===== src/rtl/blk_io_pkg.sv =====
package blk_io_pkg;

  localparam int FLAG_N_BIT = 1;
  localparam int FLAG_Z_BIT = 6;

  typedef enum logic [1:0] {
    ST_IDLE  = 2'd0,
    ST_FETCH = 2'd1,
    ST_MOVE  = 2'd2
  } xferState_t;

  // Strobes from control to datapath
  typedef struct packed {
    logic load;   // capture request registers
    logic fetch;  // issue the read of this step
    logic move;   // issue the write and commit the step
  } xferStrobe_t;

endpackage


===== src/rtl/blk_io_ctrl.sv =====
module blk_io_ctrl
  import blk_io_pkg::*;
#(
  parameter int CYC_W       = 16,
  parameter int STEP_COST   = 16,
  parameter int REPEAT_COST = 5
) (
  input  logic             clk,
  input  logic             rstN,
  input  logic             start,
  input  logic             repeatEn,
  input  logic             bLast,
  output xferStrobe_t      strobe,
  output logic             done,
  output logic             repPending,
  output logic [CYC_W-1:0] cycleCount
);

  localparam logic [CYC_W-1:0] STEP_INC  = CYC_W'(STEP_COST);
  localparam logic [CYC_W-1:0] AGAIN_INC = CYC_W'(STEP_COST + REPEAT_COST);

  xferState_t state;
  logic       repMode;
  logic       again;

  assign again = repMode && !bLast;

  always_comb begin
    strobe       = '0;
    strobe.load  = (state == ST_IDLE) && start;
    strobe.fetch = (state == ST_FETCH);
    strobe.move  = (state == ST_MOVE);
  end

  always_ff @(posedge clk) begin
    if (!rstN) begin
      state      <= ST_IDLE;
      repMode    <= 1'b0;
      done       <= 1'b0;
      repPending <= 1'b0;
      cycleCount <= '0;
    end else begin
      done <= 1'b0;
      unique case (state)
        ST_IDLE: begin
          if (start) begin
            repMode    <= repeatEn;
            repPending <= 1'b0;
            cycleCount <= '0;
            state      <= ST_FETCH;
          end
        end
        ST_FETCH: state <= ST_MOVE;
        ST_MOVE: begin
          if (again) begin
            repPending <= 1'b1;
            cycleCount <= cycleCount + AGAIN_INC;
            state      <= ST_FETCH;
          end else begin
            repPending <= 1'b0;
            done       <= 1'b1;
            cycleCount <= cycleCount + STEP_INC;
            state      <= ST_IDLE;
          end
        end
        default: state <= ST_IDLE;
      endcase
    end
  end

endmodule


===== src/rtl/blk_io_dp.sv =====
module blk_io_dp
  import blk_io_pkg::*;
#(
  parameter int CNT_W  = 8,
  parameter int PORT_W = 8,
  parameter int ADDR_W = 16,
  parameter int DATA_W = 8,
  localparam int IO_AW = CNT_W + PORT_W
) (
  input  logic              clk,
  input  logic              rstN,
  input  xferStrobe_t       strobe,
  input  logic              isOutput,
  input  logic              dirDown,
  input  logic [CNT_W-1:0]  bIn,
  input  logic [PORT_W-1:0] cIn,
  input  logic [ADDR_W-1:0] hlIn,
  output logic [ADDR_W-1:0] memAddr,
  output logic              memRd,
  input  logic [DATA_W-1:0] memRdata,
  output logic              memWr,
  output logic [DATA_W-1:0] memWdata,
  output logic [IO_AW-1:0]  ioAddr,
  output logic              ioRd,
  input  logic [DATA_W-1:0] ioRdata,
  output logic              ioWr,
  output logic [DATA_W-1:0] ioWdata,
  output logic [CNT_W-1:0]  bOut,
  output logic [PORT_W-1:0] cOut,
  output logic [ADDR_W-1:0] hlOut,
  output logic [7:0]        flags,
  output logic              bLast
);

  localparam logic [CNT_W-1:0]  B_ONE  = CNT_W'(1);
  localparam logic [ADDR_W-1:0] HL_ONE = ADDR_W'(1);

  logic [CNT_W-1:0]  bReg;
  logic [PORT_W-1:0] cReg;
  logic [ADDR_W-1:0] hlReg;
  logic [7:0]        flagReg;
  logic              outMode;
  logic              downMode;

  logic [CNT_W-1:0]  bDec;
  logic [ADDR_W-1:0] hlNext;
  logic [7:0]        flagNext;

  assign bDec   = bReg - B_ONE;
  assign bLast  = (bDec == '0);
  assign hlNext = downMode ? (hlReg - HL_ONE) : (hlReg + HL_ONE);

  always_comb begin
    flagNext             = '0;
    flagNext[FLAG_N_BIT] = 1'b1;
    flagNext[FLAG_Z_BIT] = bLast;
  end

  // Bus drive: output writes carry the decremented count
  always_comb begin
    memRd    = strobe.fetch &  outMode;
    ioRd     = strobe.fetch & ~outMode;
    memWr    = strobe.move  & ~outMode;
    ioWr     = strobe.move  &  outMode;
    memAddr  = hlReg;
    memWdata = ioRdata;
    ioWdata  = memRdata;
    ioAddr   = {(outMode && strobe.move) ? bDec : bReg, cReg};
  end

  always_ff @(posedge clk) begin
    if (!rstN) begin
      bReg     <= '0;
      cReg     <= '0;
      hlReg    <= '0;
      flagReg  <= '0;
      outMode  <= 1'b0;
      downMode <= 1'b0;
    end else if (strobe.load) begin
      bReg     <= bIn;
      cReg     <= cIn;
      hlReg    <= hlIn;
      outMode  <= isOutput;
      downMode <= dirDown;
    end else if (strobe.move) begin
      bReg    <= bDec;
      hlReg   <= hlNext;
      flagReg <= flagNext;
    end
  end

  assign bOut  = bReg;
  assign cOut  = cReg;
  assign hlOut = hlReg;
  assign flags = flagReg;

endmodule


===== src/rtl/blk_io_xfer.sv =====
module blk_io_xfer
  import blk_io_pkg::*;
#(
  parameter int CNT_W       = 8,
  parameter int PORT_W      = 8,
  parameter int ADDR_W      = 16,
  parameter int DATA_W      = 8,
  parameter int CYC_W       = 16,
  parameter int STEP_COST   = 16,
  parameter int REPEAT_COST = 5,
  localparam int IO_AW      = CNT_W + PORT_W
) (
  input  logic              clk,
  input  logic              rstN,
  input  logic              start,
  input  logic              isOutput,
  input  logic              dirDown,
  input  logic              repeatEn,
  input  logic [CNT_W-1:0]  bIn,
  input  logic [PORT_W-1:0] cIn,
  input  logic [ADDR_W-1:0] hlIn,
  output logic [ADDR_W-1:0] memAddr,
  output logic              memRd,
  input  logic [DATA_W-1:0] memRdata,
  output logic              memWr,
  output logic [DATA_W-1:0] memWdata,
  output logic [IO_AW-1:0]  ioAddr,
  output logic              ioRd,
  input  logic [DATA_W-1:0] ioRdata,
  output logic              ioWr,
  output logic [DATA_W-1:0] ioWdata,
  output logic [CNT_W-1:0]  bOut,
  output logic [PORT_W-1:0] cOut,
  output logic [ADDR_W-1:0] hlOut,
  output logic [7:0]        flags,
  output logic              done,
  output logic              repPending,
  output logic [CYC_W-1:0]  cycleCount
);

  xferStrobe_t strobe;
  logic        bLast;

  blk_io_ctrl #(
    .CYC_W(CYC_W), .STEP_COST(STEP_COST), .REPEAT_COST(REPEAT_COST)
  ) ctrl_i (
    .clk(clk), .rstN(rstN), .start(start), .repeatEn(repeatEn),
    .bLast(bLast), .strobe(strobe), .done(done),
    .repPending(repPending), .cycleCount(cycleCount)
  );

  blk_io_dp #(
    .CNT_W(CNT_W), .PORT_W(PORT_W), .ADDR_W(ADDR_W), .DATA_W(DATA_W)
  ) dp_i (
    .clk(clk), .rstN(rstN), .strobe(strobe), .isOutput(isOutput),
    .dirDown(dirDown), .bIn(bIn), .cIn(cIn), .hlIn(hlIn),
    .memAddr(memAddr), .memRd(memRd), .memRdata(memRdata),
    .memWr(memWr), .memWdata(memWdata), .ioAddr(ioAddr), .ioRd(ioRd),
    .ioRdata(ioRdata), .ioWr(ioWr), .ioWdata(ioWdata), .bOut(bOut),
    .cOut(cOut), .hlOut(hlOut), .flags(flags), .bLast(bLast)
  );

endmodule


===== config.mk =====
export PLATFORM = sky130hd
export DESIGN_NAME = blk_io_xfer
export DESIGN_NICKNAME = d
export VERILOG_FILES = /design/src/rtl/blk_io_pkg.sv /design/src/rtl/blk_io_ctrl.sv /design/src/rtl/blk_io_dp.sv /design/src/rtl/blk_io_xfer.sv
export SDC_FILE = /design/constraint.sdc
export NUM_CORES = 1
export LEC_CHECK = 0
export BUFFER_PORTS_ARGS = -buffer_cell sky130_fd_sc_hd__buf_2
export CAP_MARGIN = 20
export CORE_MARGIN = 4
export CORE_UTILIZATION = 48
export CTS_BUF_LIST = sky130_fd_sc_hd__clkbuf_4
export CTS_CLUSTER_DIAMETER = 100
export DETAILED_ROUTE_END_ITERATION = 8
export MAX_ROUTING_LAYER = met4
export PLACE_DENSITY_LB_ADDON = 0.12
export SETUP_SLACK_MARGIN = 0.02
export SLEW_MARGIN = 5
export SYNTH_ARGS = -nofsm -noshare
export SYNTH_HDL_FRONTEND = slang
export SYNTH_SLANG_ARGS = --single-unit

===== constraint.sdc =====
create_clock -name clk -period 2.8 [get_ports clk]
set_clock_uncertainty 0.05 [all_clocks]
set_input_delay 0.28 -clock clk [delete_from_list [all_inputs] [get_ports clk]]
set_output_delay 0.28 -clock clk [all_outputs]
set_load 0.005 [all_outputs]

==> results.md, run 1 <==
* Slew HR at between 50% and 60%
* Sw Share at roughly a third
* P_int at about 1.4 mW
* TritonCTS clock tree: yes
* Final min period at between 2 and 3 ns
* Post-CTS sizing at 0
* Sw power at approximately 680 uW
* Combinational share of power at 23.7%
* Core area at 8220 um2
* Netlist cell types at between 60 and 70
* Final Setup Violations at 0
* Max_cap viols at 0
* Num rows at 33
* Skew-Pair Late Insertion Delay at roughly 0.4 ns
* FF+latch count, synth at 57
* HP Class: in2reg
* Routability cong. at approximately 0.89
* Initial antenna violation count at 0
* Fin nets at 664
* Multiplexer share of the synthesized area at 2.21%
* Flop pwr share at 44.0%
* # DRC at 0
* Total gr overflow at 0
* Vias at approximately 4000
* Netlist Area Pre-Place at approximately 4100 um2
* Synth Area in XOR/XNOR at 4.30%
* Worst Reg2Reg Path Length in Cells at 8
* Post-synth ARST share at 0%
* Drt initial violations at around 240
* Sink Count at 57
* Clock-pin slew on the worst setup and hold paths at around 0.10 ns
* Compound-gate portion of the synthesized area at 25.5%
* N_diodes at 0
* Critical Path Sink Type: flip-flop
* Mean Syn Cell Area at about 8 um2
* Root Buffer: clkbuf_4
* Htree depth at 3
* Max clock buf depth at 2
* Vias in the first global route at between 3000 and 4000
* Simple logic cell fraction of the synthesized area at 20.3%
* Worst-Margin Slew at approximately 0.73 ns
* Area Overhead vs Synth at 13.9%
* Die area at ~10000 um2
* Final hold viol count at 0
* HPWL Detailed at 8270 um
* Cell count after synthesis at just over 500
* Max FO, Critical Path at 10
* Crit path from: dp_i.bOut[0]
* Num CTS Buffers at 9
* Largest net degree at the start of global routing at 32
* R2r startpoint: dp_i.bOut[0]
* DR WL/cell at about 16 um
* Main combinational cell family by area after synthesis: compound AO/OA/AOI/OAI gates
* Worst endpoint required time at 3.10 ns
* Worst reg2reg endpoint: ctrl_i.cycleCount[8]
* RSZ-0062 raised after global routing: false
* Post-synth EDFFs at 0
* Antenna viol nets, final at 0
* Initial Util at approximately half
* Sequential share of the synthesized area at approximately 28%
* Synthesis Warnings at 0
* Share of cells above drive strength 1 at approximately 28%
* Setup TNS at 0 ns
* First-pass GRT wire length at 17600 um
* Io pins at between 150 and 200
* Hold WS at about 0.059 ns
* Fin crit share at between 90% and 100%
* CTS Hold Bufs at 0
* Multi-input logic area at around 2400 um2
* Critical Path Source Type: flip-flop
* Post-Synth Adder-Cell Area at 6.33%
* Die Y at approximately 100 um
* Fmax at 388 MHz
* Reg2Reg Setup Slack at roughly 0.22 ns
* Final WL at around 11000 um
* I/O Buffers at about 130
* Crit path DAT at 2.87 ns
* Chip width at 100 um
* Register area at between 1000 and 1500 um2
* Pwr Density at 455 nW/um2
* Ys flop type: dfxtp_1
* Clock power share at between 30% and 40%
* Status: finished clean
* Max rail drop VDD at 0.244 mV
* DR pass1 iterations at 5
* Setup repair bufs after CTS at 0
* FILL cells at 824
* P_leak at approximately 2.2 nW
* Critical Path End: ctrl_i.cycleCount[8]
* Worst Setup Path Type: reg2reg
* Slew Limit Fails at 0
* Gr usage total at between 20 and 25%
* Via/cell ratio at ~5.7
## Yosys cell counts, types with 11 or more instances
library cell  instances  share of area (%)
buf_4                48                8.9
ha_1                 19                5.8
inv_1                16                1.5
nand3_1              19                2.3
o21ai_0              17                2.1
nor2_1               35                3.2
nand2_1              58                5.3
xnor2_1              11                2.4
clkbuf_1             18                1.7
a21oi_1              48                5.9
dfxtp_1              57                 28
## routing by layer
metal  vias to the layer above  part of all wire, %  routed length (um)  track usage, %
met2                       161                   43                4840            32.6
met1                      1832                   48                5410            31.8
met5                         -                    0                   0               -
met3                        16                  8.2                 924            4.52
met4                         0                  1.2                 136            5.80
li1                       1967                    -                   -               -
## logic make-up after synthesis
group	count (synthesis)
AND/OR/NAND/NOR	167
other	1
AO/OA/AOI/OAI	145
multiplexers	9
buffers and inverters	92
XOR/XNOR	20
adder cells (fa/ha/maj)	20
flip-flops	57
## sequential cells by signal (all words and copies together), names as in the netlist
signal	flops
ctrl_i.cycleCount	16
ctrl_i.done	1
ctrl_i.repMode	1
ctrl_i.repPending	1
ctrl_i.state	2
dp_i.bOut	8
dp_i.cOut	8
dp_i.downMode	1
dp_i.flags	2
dp_i.hlOut	16
dp_i.outMode	1
## worst max-delay path, cell delays in order (launching register included)
cell and delay [ns]:
dfxtp_1 0.53, inv_1 0.16, ha_1 0.26, o21bai_1 0.17, a211oi_1 0.40, o31ai_4 0.17
a21bo_2 0.28, a2111oi_2 0.38, a41o_1 0.13
## power groups by stage
stage	registers (mW)	logic [mW]	clock network [mW]
final	0.927	0.500	0.681
after global placement	0.942	0.491	0
after detailed placement	0.944	0.496	0
after CTS	0.926	0.499	0.695
after global routing	0.937	0.557	0.741
after floorplan	0.918	0.390	0
## worst min path at each step
stage                                      from               endpoint  slack, ns  cells after the start
after floorplan                          cIn[0]           dp_i.cOut[0]       0.37                      2
after global placement            dp_i.flags[1]          dp_i.flags[1]       0.40                      2
after detailed placement  ctrl_i.cycleCount[15]  ctrl_i.cycleCount[15]       0.41                      1
after CTS                                cIn[3]           dp_i.cOut[3]       0.04                      3
after global routing                     cIn[3]           dp_i.cOut[3]       0.04                      3
final                                    cIn[3]           dp_i.cOut[3]       0.06                      3
## cell usage in the layout, fill, tap and decap left out, types with 11 or more instances in the layout
cell type	instances
inv_1	16
o21ai_0	17
nand2_1	57
nand3_1	19
buf_4	14
xnor2_1	11
a21oi_1	48
buf_2	125
nor2_1	35
ha_1	19
dfxtp_1	57
## through the flow
stage | utilization, % | worst slack, ns | total power [mW] | cells | area (um2)
finish | 56.4 | 0.224 | 2.11 | 699 | 4640
global route | 56.4 | 0.0261 | 2.24 | 699 | 4640
CTS | 56.4 | 0.234 | 2.12 | 699 | 4630
detailed placement | 54.5 | 0.253 | 1.44 | 684 | 4480
global placement | 54.5 | 0.331 | 1.43 | 684 | 4480
floorplan | - | 0.323 | 1.31 | 516 | 4090
## final cells by class
type	count	area share, %
Multi-Input combinational cell	367	52.2
Inverter	16	1.30
Clock buffer	9	1.46
Clock inverter	6	1.81
Sequential cell	57	24.6
Timing Repair Buffer	139	15.8
Tap cell	105	2.83
(Power assumes the default switching activity.)
==> run 2: changes to the inputs <==
CORE_ASPECT_RATIO = 0.5   (was unset)
CORE_UTILIZATION = 51   (was 48)
TNS_END_PERCENT = 1   (was unset)
==> run 2 against run 1 <==
Net effect:
- die area fell by 4.6%
- clock power barely moved
- largest power group unchanged
- critical endpoint is now ctrl_i.cycleCount[6]
- largest cell class unchanged
- cell count rose by 0.57%
- maximum frequency rose by 1.8%
- routed wire length fell by 5.1%
==> results.md, run 2 (synthesis gave the netlist of run 1 again) <==
* Status: finished clean
* Max_cap viols at 0 (unchanged)
* Worst-Margin Slew at 0.601 ns (-0.133 ns)
* Worst Setup Path Type: reg2reg
* Root Buffer: clkbuf_4
* Max rail drop VDD at 0.203 mV (-17%)
* R2r startpoint: dp_i.bOut[0]
* Num CTS Buffers at 9 (unchanged)
* Routed metal-1 wirelength at 4980 um (-8.0%)
* HP Class: in2reg
* Share of cells above drive strength 1 at 28.2% (+0.12 points)
* Pwr Density at 452 nW/um2 (-0.49%)
* Skew-Pair Late Insertion Delay at 0.41 ns (about the same)
* Crit path largest cell delay at 0.52 ns (about the same)
* Total gr overflow at 0 (unchanged)
* Htree depth at 3 (unchanged)
* Setup TNS at 0 ns (unchanged)
* Worst reg2reg endpoint: ctrl_i.cycleCount[6]
* Worst Reg2Reg Path Length in Cells at 9 (+1)
* CP Buf/Inv Count at 2 (+1)
* Chip width at 134 um (+34%)
* RSZ-0062 raised after global routing: false
* Sink Count at 57 (unchanged)
* Initial antenna violation count at 0 (unchanged)
* Critical Path Source Type: flip-flop
* TritonCTS clock tree: yes
* HP Start: cIn[2]
* Initial Util at 54.0% (+4.4 points)
* Core area at 7540 um2 (-8.2%)
* CTS Hold Bufs at 0 (unchanged)
* Die Y at 71.2 um (-29%)
* DR WL/cell at 15.3 um (-5.6%)
* Die area at 9560 um2 (-4.6%)
* First-pass GRT wire length at 17400 um (-1.6%)
* Drt initial violations at 236 (unchanged)
* WHS Path Cells at 3 (unchanged)
* Worst endpoint required time at 3.10 ns (about the same)
* Final hold viol count at 0 (unchanged)
* P_leak at 2.25 nW (+0.65%)
* Setup repair bufs after CTS at 0 (unchanged)
* CP max stage cell: dfxtp_1
* Pwr Total at 2.10 mW (-0.25%)
* Final Setup Violations at 0 (unchanged)
* Gr usage total at 23.1% (+0.69 points)
* Routability cong. at 0.950 (+6.3%)
* Fin crit share at 90.4% (-1.6 points)
* Area Overhead vs Synth at 14.1%
* DR pass1 iterations at 5 (unchanged)
* Metal2 WL at 4840 um (about the same)
* Num rows at 22 (-33%)
* Clock-pin slew on the worst setup and hold paths at 0.10 ns (about the same)
* I/O Buffers at 125 (unchanged)
* Commonest non-fill, non-tap cell in the layout: buf_2
* Fmax at 395 MHz (+1.8%)
* Crit path DAT at 2.83 ns (-0.04 ns)
* HPWL Detailed at 7960 um (-3.7%)
* Antenna viol nets, final at 0 (unchanged)
* Slew Limit Fails at 0 (unchanged)
* Vias at 3942 (-0.86%)
* CP delay by family, top: compound AO/OA/AOI/OAI gates
* Final WL at 10700 um (-5.1%)
* Post-CTS sizing at 0 (unchanged)
* Via/cell ratio at 5.61 (-1.4%)
* Most frequent cells in the layout: buf_2, nand2_1, dfxtp_1, a21oi_1, nor2_1
* WL met3 at 808 um (-13%)
* Highest Signal Layer: met4
* Max FO, Critical Path at 10 (unchanged)
* Io pins at 164 (unchanged)
* Slew HR at 59.9% (+8.9 points)
* Critical Path Sink Type: flip-flop
* # DRC at 0 (unchanged)
* Largest net degree at the start of global routing at 32 (unchanged)
* Crit path cell chain: inv_1, ha_1, buf_4, nand2_1, and4bb_1, o31ai_4, o211ai_1, a2111o_1, o21ai_1
* Fin nets at 665 (+0.15%)
* Hold WS at 0.0487 ns (-0.0104 ns)
* Hold Crit Endpoint: dp_i.cOut[2]
* N_diodes at 0 (unchanged)
* Max clock buf depth at 2 (unchanged)
* Vias in the first global route at 3484 (-2.2%)
* Crit path from: dp_i.bOut[0]
* Final min period at 2.53 ns (-0.0460 ns)
* Reg2Reg Setup Slack at 0.27 ns (+0.05 ns)
run 2: cell count changes in the layout (fill, tap and decap cells not counted), sizes merged:
cell / change
clkbuf: +2
buf: +1
clkinvlp: -2
run 2: per-layer routing:
layer  up-vias  GRT usage (%)
met5         -              -
met4         0           6.09
met3        16           6.46
met2       127           34.4
met1      1826           31.0
li1       1973              -
run 2: area by class of cell:
type | instances | area, um2
fill | 730 | 2900
sequential | 57 | 1140
inverter | 16 | 60.1
clock buffer | 11 | 82.6
timing repair buffer | 140 | 738
multi-input combinational | 367 | 2420
clock inverter | 4 | 68.8
tap | 108 | 135
run 2: metrics by stage:
stage          cell area (um2)  instances  util (%)  setup WS, ns
2_1_floorplan             4090        516         -         0.323
5_1_grt                   4650        703      61.6        0.0611
4_1_cts                   4640        703      61.5         0.239
6_report                  4650        703      61.6         0.270
3_5_place_dp              4490        688      59.5         0.310
3_3_place_gp              4490        688      59.5         0.364
run 2: worst max path at each step:
stage / depth (start not counted) / endpoint / slack (ns)
2_1_floorplan: 7 / dp_i.hlOut[15] / 0.32
3_3_place_gp: 9 / ctrl_i.cycleCount[6] / 0.36
3_5_place_dp: 9 / ctrl_i.cycleCount[12] / 0.31
4_1_cts: 6 / ioAddr[12] / 0.24
5_1_grt: 9 / ctrl_i.cycleCount[4] / 0.06
6_report: 9 / ctrl_i.cycleCount[6] / 0.27
run 2: worst min-delay path: cells and delay by family:
family | cells | cell delay (ns)
buf+inv | 1 | 0.09
compound gates | 1 | 0.05
simple gates | 1 | 0.04
run 2: power breakdown:
part | switching, mW | internal, mW
combinational | 0.276 | 0.220
clock | 0.310 | 0.374
sequential | 0.0683 | 0.854
